--- config.mk ---
export PLATFORM = sky130hd
export DESIGN_NAME = gf2_poly_div
export DESIGN_NICKNAME = d
export VERILOG_FILES = /design/src/rtl/gf2_poly_div.sv
export SDC_FILE = /design/constraint.sdc
export NUM_CORES = 1
export LEC_CHECK = 0
export BUFFER_PORTS_ARGS = -buffer_cell sky130_fd_sc_hd__buf_2
export CORE_MARGIN = 2
export CORE_UTILIZATION = 51
export DETAILED_ROUTE_END_ITERATION = 10
export PLACE_DENSITY = 0.76
export SLEW_MARGIN = 20
export SYNTH_ARGS = -nofsm -noshare
export SYNTH_HDL_FRONTEND = slang
export SYNTH_SLANG_ARGS = --single-unit
--- constraint.sdc ---
create_clock -name clk -period 7.95 [get_ports clk]
set_clock_uncertainty 0.1 [all_clocks]
set_input_delay 1.59 -clock clk [delete_from_list [all_inputs] [get_ports clk]]
set_output_delay 1.59 -clock clk [all_outputs]
set_load 0.02 [all_outputs]
--- src/rtl/gf2_poly_div.sv ---
module gf2_poly_div #(
  parameter int W = 16
) (
  input  logic         clk,
  input  logic         rst_n,
  input  logic         start,
  input  logic [W-1:0] dividend,
  input  logic [W-1:0] divisor,
  output logic         busy,
  output logic         done,
  output logic         div_err,
  output logic [W-1:0] quotient,
  output logic [W-1:0] remainder
);
  localparam int IW = $clog2(W) + 1;

  function automatic logic [IW-1:0] top_one(input logic [W-1:0] v);
    top_one = '0;
    for (int i = 0; i < W; i++)
      if (v[i]) top_one = IW'(i);
  endfunction

  logic [W-1:0]  dsr;
  logic [IW-1:0] rdeg, ddeg, shift;
  logic          rzero, dzero, reduce;

  assign rdeg   = top_one(remainder);
  assign ddeg   = top_one(dsr);
  assign rzero  = ~|remainder;
  assign dzero  = ~|dsr;
  assign reduce = !rzero && !dzero && (rdeg >= ddeg);
  assign shift  = rdeg - ddeg;

  always_ff @(posedge clk or negedge rst_n) begin
    if (!rst_n) begin
      busy      <= 1'b0;
      done      <= 1'b0;
      div_err   <= 1'b0;
      dsr       <= '0;
      quotient  <= '0;
      remainder <= '0;
    end else begin
      done <= 1'b0;
      if (start && !busy) begin
        remainder <= dividend;
        dsr       <= divisor;
        quotient  <= '0;
        div_err   <= 1'b0;
        busy      <= 1'b1;
      end else if (busy) begin
        if (reduce) begin
          remainder <= remainder ^ (dsr << shift);
          quotient  <= quotient | (W'(1) << shift);
        end else begin
          busy    <= 1'b0;
          done    <= 1'b1;
          div_err <= dzero;
        end
      end
    end
  end

  a_r2_start_busy: assert property (@(posedge clk) disable iff (!rst_n)
    start && !busy |=> busy);
  a_r3_degree_falls: assert property (@(posedge clk) disable iff (!rst_n)
    busy && reduce |=> rzero || (rdeg < $past(rdeg)));
  a_r4_rem_below: assert property (@(posedge clk) disable iff (!rst_n)
    done && !div_err |-> rzero || (rdeg < ddeg));
  a_r6_err_quot: assert property (@(posedge clk) disable iff (!rst_n)
    div_err |-> quotient == '0);
  a_r7_done_pulse: assert property (@(posedge clk) disable iff (!rst_n)
    done |=> !done);
  a_r7_done_idle: assert property (@(posedge clk) disable iff (!rst_n)
    done |-> !busy);
  a_r8_hold: assert property (@(posedge clk) disable iff (!rst_n)
    !busy && !start |=> $stable(quotient) && $stable(remainder) && $stable(div_err));
endmodule

# Word level (Yosys, flattened, before mapping)
# Cells that the tools add are included.
[word_totals]
register_bits = 51
inputBits = 35
out_inout_bits = 35
word_cells = 69
[classes]
bitwise = 2
order_cmp = 1
n_addsub = 1
n_reduce_logical = 11
muxes = 45
n_eq_ne = 1
n_shift = 2
[op_table]
columns = ["operator", "count"]
rows = [
  ["2-to-1 mux 5 bit", 25],
  ["2-to-1 mux 16 bit", 6],
  ["OR reduction 16 bit", 2],
  ["OR 16 bit", 1],
  ["left shift 1 x 5 -> 16 bit, first input constant", 1],
  ["left shift 16 x 5 -> 16 bit", 1],
  ["bitwise XOR 16 bit", 1],
  ["2-to-1 mux 1 bit", 11],
  [">= comparator 5 bit", 1],
  ["subtractor 5 bit", 1],
  ["2-to-1 mux 2 bit", 2],
  ["AND reduction 2 bit", 2],
  ["nonzero test 2 bit", 2],
  ["logical AND 1 bit", 3],
  ["2-to-1 mux 3 bit", 1],
  ["zero test 1 bit", 2],
  ["!= test 2 x 1 -> 1 bit, second input constant", 1],
]

# Depth between registers and ports, before layout
# Gate-level depths: netlist (run 1).
[logic_depth]
word_depth = 21
mapped_depth = 17
mapped_depth_nobuf = 15

# Least setup slack after synthesis (run 1)
# Ideal clock, no wire load.
[synth_timing]
path_type = "flip-flop to flip-flop"
start = "register remainder[2]"
end = "register remainder[6]"
path_buffers = 2
setup_ps = 83
path_slack_ps = 4151
synth_period_minus_slack_ps = 3799
required_time_ps = 7767
path_stages_with_launch = 18
t_arrival_ps = 3616
cell_sequence = "dfrtp_1 inv_1 a21oi_1 o21bai_1 a21oi_1 o31ai_1 a221oi_1 ha_1 inv_1 fa_1 clkbuf_1 buf_2 mux4_2 nor2_1 a21oi_1 nor3b_1 xnor2_1 o21ai_0"
[synth_via]
elab_chain_len = 20
elab_cells_between_ends = 26
cone_classes = "1 x add/sub; 1 x order compare; 1 x shift; 17 x mux; 1 x bitwise; 5 x reduce/logical"
[synth_rtl]
columns = ["item", "line", "rtl"]
rows = [
  ["start: declaration", "13", "output logic [W-1:0] remainder"],
  ["start signal: assignment", "45", "remainder <= dividend;"],
  ["start signal: assignment", "52", "remainder <= remainder ^ (dsr << shift);"],
  ["2-to-1 mux 2 bit (2 in series)", "20", "if (v[i]) top_one = IW'(i);"],
  ["2-to-1 mux 3 bit", "20", ""],
  ["2-to-1 mux 5 bit (11 in series)", "20", ""],
  ["subtractor 5 bit", "32", "assign shift = rdeg - ddeg;"],
  ["left shift 16 x 5 -> 16 bit", "52", ""],
  ["bitwise XOR 16 bit", "52", ""],
  ["2-to-1 mux 16 bit", "51", "if (reduce) begin"],
  ["2-to-1 mux 16 bit", "50", "end else if (busy) begin"],
  ["2-to-1 mux 16 bit", "44", "if (start && !busy) begin"],
]
# Several ways; a longest one is shown, not always the timed one. The select of a mux whose other input is x is not followed.
# A chain may end at the register's enable or synchronous reset.

# Final worst setup path (run 1)
[layout_timing]
start = "register remainder[2]"
end = "register remainder[15]"
# Same word-level chain as after synthesis.

==> results of run 1 <==
## through the flow
step / area (um^2) / hold slack [ns] / std cells / util / worst slack, ns
3_3_place_gp: 3608 / 0.3789 / 500 / 0.5988 / 3.862
3_5_place_dp: 3608 / 0.3800 / 500 / 0.5988 / 3.686
6_report: 3721 / 0.4013 / 508 / 0.6175 / 3.648
4_1_cts: 3721 / 0.4058 / 508 / 0.6175 / 3.645
2_1_floorplan: 3227 / 0.4082 / 373 / - / 4.151
5_1_grt: 3721 / 0.4401 / 508 / 0.6175 / 3.303
## worst max-delay path, cell delays in order (launching register included)
cell and delay, ns:
dfrtp_1 0.43, inv_1 0.06, a21oi_1 0.12, o21bai_1 0.07, a21oi_1 0.16, o31ai_1 0.09
a221oi_1 0.37, ha_1 0.24, inv_1 0.07, fa_1 1.00, inv_2 0.22, mux2_2 0.35
o21ai_0 0.24, mux2i_1 0.14, and3_1 0.21, or3_1 0.33
## cells by family after synthesis
kind of cell,count (synthesis)
buf+inv,31
mux,28
compound gates,73
xor+xnor,12
fa+ha+maj,5
flops,51
simple gates,173
## registers in the layout (all words and copies together), names as in the netlist
signal / count
busy: 1
div_err: 1
quotient: 16
done: 1
dsr: 16
remainder: 16
## area by class of cell
cell class,count,area (um^2)
Fill cell,535,2305
Clock buffer,5,68.82
Multi-Input combinational cell,291,1829
Inverter,11,41.29
Sequential cell,51,1276
Tap cell,75,93.84
Timing Repair Buffer,72,367.9
Clock inverter,3,43.79
## cells in the mapped netlist (3+ instances only)
library cell  count
nor2_1           39
nand2b_1          3
a211oi_1          3
nand3b_1          6
nor3_1           18
o21ai_0          20
buf_2             4
a2bb2oi_1         3
clkbuf_1         13
mux2_2            6
o31ai_1           5
mux2i_1          15
a31oi_1           8
dfrtp_1          51
nand3_1           4
a22oi_1           4
nor2b_1           5
nor4_1            9
mux4_2            7
xnor2_1           9
o211ai_1          3
a21oi_1          18
ha_1              4
or4_1             4
nand2_1          72
and2_1            3
inv_1            10
## metal layers
metal / vias to the layer above / GRT usage / wire length, um
li1: 1436 / - / -
met1: 1437 / 0.3283 / 3561
met2: 122 / 0.3886 / 3783
met3: 16 / 0.03066 / 539
met4: 0 / 0.09677 / 171
met5: - / 0 / 0
## final timing paths
kind,to,slack [ns],cells after the start
min in group asynchronous,busy,1.26,2
setup / recovery,remainder[15],3.65,15
hold reg to reg,quotient[10],0.40,2
setup reg to reg,remainder[15],3.65,15
hold / removal,quotient[10],0.40,2
max in group asynchronous,quotient[2],6.05,2
==> key figures, run 1 <==
Run status
  • Status: completed

Synthesis
  • Synth Flop Type: dfrtp_1
  • Seq cells post-synth: 51
  • Post-synth top area share: 0.3955
  • Post-Synth Adder-Cell Area: 0.02171
  • Async SR Flop Fraction: 1.000
  • Post-synthesis compound-gate area fraction: 0.1411
  • Synth Net Count: 413
  • Main combinational cell family by area after synthesis: simple AND/OR/NAND/NOR gates
  • Synth warn: 0
  • Syn Inst Count: 373
  • Synth area leaders: dfrtp_1 (40%), nand2_1 (8.4%), mux4_2 (4.9%), mux2i_1 (4.7%), nor2_1 (4.5%)
  • Synth Area in Simple Gates: 0.2505
  • Syn avg cell area: 8.651 um^2
  • EDFF count, synth: 0
  • Multiplexer area fraction after synthesis: 0.1163
  • Cell area after synthesis: 3227 um^2
  • Sequential fraction of the synthesis area: 0.3955
  • Yosys top cell by area: dfrtp_1
  • Netlist cell types: 47
  • Xor/xnor share of the synthesized area: 0.03490

Layout
  • Commonest cells after routing, fill and taps aside: nand2_1 (72), buf_2 (69), dfrtp_1 (51)
  • ANT cells: 0
  • P&R area growth vs syn: 15.32%
  • Commonest non-fill, non-tap cell in the layout: nand2_1
  • Nets: 472
  • Share of cells above drive strength 1: 0.2309

CTS
  • Clk slew on worst S/H paths: 0.10 ns
  • CTS Root Buffer Type: clkbuf_8
  • Clock Sinks: 51
  • Worst-Skew Late Latency: 0.32 ns
  • Post-CTS resize count: 0
  • CTS max path bufs: 2
  • H-tree depth: 2
  • TritonCTS clock tree: done
  • Hold-fix buffers at CTS: 0
  • Post-CTS setup buffers: 0
  • TritonCTS Buffers: 5

Worst setup path
  • Setup crit end kind: register
  • Crit-path max FO: 15
  • Critical path type: register to register
  • Worst path required time: 8.06 ns
  • Worst EP arrival: 4.41 ns
  • Startpoint Class: register
  • Crit path from: remainder[2]
  • R2R Path Start: remainder[2]

Floorplan
  • Starting Density: 0.5355
  • Die ar.: 6980 um^2
  • Die X: 83.55 um
  • Top-level port count: 70
  • Core area: 6026 um^2
  • Y dimension of the die: 83.55 um
  • Std-Cell Rows: 28

Global route
  • Vias in the first global route: 2,881
  • First-pass GRT wire length: 13.73 mm
  • Largest net degree at the start of global routing: 62
  • Antenna violations before repair: 0
  • GR Overflow Total: 0
  • Total track usage: 0.2402

Drt
  • Routed len/inst: 15.86 um
  • Post-DRT Antenna Nets: 0
  • Total detailed-routing wirelength: 8.055 mm
  • DR pass1 iterations: 5
  • DR DRC count: 0
  • Routed vias/inst: 5.927
  • Detailed router's first-iteration violation count: 201
  • Via count: 3,011

Timing
  • Final period util: 0.5411
  • Pins Over Slew Limit: 0
  • Min cycle time layout: 4.302 ns
  • Achievable frequency: 0.2324 GHz
  • Final Setup Violations: 0
  • Worst relative slew slack: 0.2621
  • Worst Tran Pin Value: 1.099 ns
  • Unrepaired setup endpoints after global routing: no
  • Final hold violation count: 0
  • Setup TNS: 0 ns

Placed design
  • GPL Wtd Cong: 0.9461
  • Hpwl dp: 5.809 mm
  • IO buf count: 69

Hold path
  • Worst hold path type: register to register
  • Hold Path Origin: quotient[10]

Run
  • Max cap viols: 0
Power of run 1 is left out: the tool's default activity adds up to more than one toggle a clock period on the data nets, which glitch-free logic cannot reach.
==> run 2, diff against run 1 <==
--- a/config.mk
+++ b/config.mk
@@ -7,9 +7,9 @@
 export LEC_CHECK = 0
 export BUFFER_PORTS_ARGS = -buffer_cell sky130_fd_sc_hd__buf_2
 export CORE_MARGIN = 2
-export CORE_UTILIZATION = 51
+export CORE_UTILIZATION = 50
 export DETAILED_ROUTE_END_ITERATION = 10
-export PLACE_DENSITY = 0.76
+export PLACE_DENSITY = 0.77
 export SLEW_MARGIN = 20
 export SYNTH_ARGS = -nofsm -noshare
 export SYNTH_HDL_FRONTEND = slang
==> constraint.sdc (replaced) <==
create_clock -name clk -period 3.85 [get_ports clk]
set_clock_uncertainty 0.1 [all_clocks]
set_input_delay 0.77 -clock clk [delete_from_list [all_inputs] [get_ports clk]]
set_output_delay 0.77 -clock clk [all_outputs]
set_load 0.02 [all_outputs]
==> key figures, run 2 (synthesis gave the netlist of run 1 again) <==
Run status
  • Status: completed (unchanged)

Timing
  • Pins Over Slew Limit: 0 (unchanged)
  • Achievable frequency: 0.2718 GHz (was 0.2324 GHz)
  • Final Setup Violations: 0 (unchanged)
  • Final period util: 0.9557 (was 0.5411)
  • Final WS setup: 0.1704 ns (was 3.648 ns)
  • Worst Tran Pin Value: 0.8355 ns (was 1.099 ns)
  • Setup TNS: 0 ns (unchanged)
  • Worst relative slew slack: 0.4430 (was 0.2621)
  • Final hold violation count: 0 (unchanged)
  • Min cycle time layout: 3.680 ns (was 4.302 ns)

Drt
  • DR DRC count: 0 (unchanged)
  • Routed len/inst: 16.20 um (was 15.86 um)
  • Total detailed-routing wirelength: 8.551 mm (was 8.055 mm)
  • Detailed router's first-iteration violation count: 234 (was 201)
  • Routed vias/inst: 5.807 (was 5.927)
  • DR pass1 iterations: 5 (unchanged)
  • Via count: 3,066 (was 3,011)
  • Post-DRT Antenna Nets: 0 (unchanged)

Global route
  • Total track usage: 0.2437 (was 0.2402)
  • GR Overflow Total: 0 (unchanged)
  • Antenna violations before repair: 0 (unchanged)
  • Vias in the first global route: 2,949 (was 2,881)
  • Largest net degree at the start of global routing: 52 (was 62)
  • First-pass GRT wire length: 14.11 mm (was 13.73 mm)

Worst setup path
  • Register-to-Register Path Depth: 16 (was 15)
  • Worst path required time: 3.95 ns (was 8.06 ns)
  • R2R setup slack: 0.17 ns (was 3.65 ns)
  • Slowest-stage cell, CP: fa_2 (was fa_1)
  • R2R Path Start: dsr[2] (was remainder[2])
  • Crit-path max FO: 7 (was 15)
  • Critical path type: register to register (unchanged)
  • Worst path max stage delay: 0.57 ns (was 1.00 ns)
  • Setup crit end kind: register (unchanged)
  • Reg2reg end: remainder[15] (unchanged)
  • Startpoint Class: register (unchanged)
  • Crit path from: dsr[2] (was remainder[2])
  • Worst EP arrival: 3.77 ns (was 4.41 ns)
  • CP Cell Sequence: nand2b_4, a21oi_2, nor2_1, o21bai_1, a221oi_2, o31ai_1, ha_2, inv_2, fa_2, buf_12, mux4_2, nand2_1, o21ai_1, mux2i_1, nor3_1, or3_1 (was inv_1, a21oi_1, o21bai_1, a21oi_1, o31ai_1, a221oi_1, ha_1, inv_1, fa_1, inv_2, mux2_2, o21ai_0, mux2i_1, and3_1, or3_1)
  • Setup crit end: remainder[15] (unchanged)

Layout
  • P&R area growth vs syn: 21.83% (was 15.32%)
  • ANT cells: 0 (unchanged)
  • Commonest non-fill, non-tap cell in the layout: nand2_1 (unchanged)
  • Nets: 490 (was 472)
  • Commonest cells after routing, fill and taps aside: nand2_1 (72), buf_2 (68), dfrtp_1 (49) (was nand2_1 (72), buf_2 (69), dfrtp_1 (51))
  • Fin cells: 528 (was 508)
  • Share of cells above drive strength 1: 0.2860 (was 0.2309)
  • Top Registers: dsr (16), quotient (16), remainder (16) (unchanged)
  • Util after Layout: 0.6263 (was 0.6175)

CTS
  • Clk slew on worst S/H paths: 0.10 ns (about the same)
  • CTS Root Buffer Type: clkbuf_8 (unchanged)
  • TritonCTS clock tree: done (unchanged)
  • Worst-Skew Late Latency: 0.31 ns (was 0.32 ns)
  • H-tree depth: 2 (unchanged)
  • CTS max path bufs: 2 (unchanged)
  • Clock Sinks: 51 (unchanged)
  • TritonCTS Buffers: 5 (unchanged)

Floorplan
  • Y dimension of the die: 84.34 um (was 83.55 um)
  • Die X: 84.34 um (was 83.55 um)
  • Die ar.: 7112 um^2 (was 6980 um^2)
  • Std-Cell Rows: 29 (was 28)
  • Core area: 6277 um^2 (was 6026 um^2)
  • Top-level port count: 70 (unchanged)
  • Starting Density: 0.5141 (was 0.5355)

Placed design
  • GPL Wtd Cong: 0.8862 (was 0.9461)
  • Pre-CTS WS: 0.07333 ns (was 3.686 ns)
  • Cell count after placement: 515 (was 500)
  • IO buf count: 69 (unchanged)
  • Hpwl dp: 6.068 mm (was 5.809 mm)

Run
  • Max cap viols: 0 (unchanged)

Hold path
  • Worst hold path type: input port to asynchronous set/reset pin (was register to register)
## run 2: cell types whose count changed in the layout (fill, tap and decap cells not counted), moves of 2 or more
cell      change
buf_4        +17
a21oi_1       -2
a21oi_2       +2
a221oi_1      -2
a221oi_2      +2
dfrtp_1       -2
dfrtp_2       +2
## run 2: cell type report
type / instances / area [um^2]
clock inverters: 3 / 43.79
fillers: 546 / 2346
clock buffers: 5 / 68.82
repair buffers: 90 / 535.5
multi-input cells: 291 / 1867
well taps: 77 / 96.34
flip-flops and latches: 51 / 1279
inverters: 11 / 41.29
## run 2: critical path, delay by kind of cell (launching register included)
family	cells	cell delay [ns]
adder cells (fa/ha/maj)	2	0.80
AO/OA/AOI/OAI	5	0.72
AND/OR/NAND/NOR	5	0.70
multiplexers	2	0.68
flip-flops	1	0.39
buffers and inverters	2	0.18
## run 2: routing by layer
metal / track usage / vias to the layer above / wire length, um
met1: 0.3338 / 1468 / 3753
met3: 0.04720 / 17 / 575
met2: 0.4019 / 102 / 4087
met4: 0.06205 / 0 / 135
li1: - / 1479 / -
met5: 0 / - / 0
## run 2: worst min path at each step
stage | endpoint | start | depth (start not counted)
floorplan | busy | rst_n | 0
global placement | quotient[3] | quotient[3] | 2
detailed placement | quotient[15] | quotient[15] | 2
CTS | dsr[11] | rst_n | 1
global route | done | rst_n | 1
finish | remainder[11] | rst_n | 1
## run 2: metrics by stage
stage	hold WS, ns	area (um^2)
2_1_floorplan	0.3744	3227
3_3_place_gp	0.3788	3721
3_5_place_dp	0.3852	3724
4_1_cts	0.4048	3836
5_1_grt	0.4317	3931
6_report	0.3892	3931
## run 2: repair_timing
action                                  CTS  global route
gates resized for setup                   0            13
endpoints found under the setup margin    0            10
hold buffers                              0             0
setup buffers                             0             4
Power of run 2 is left out for the same reason.
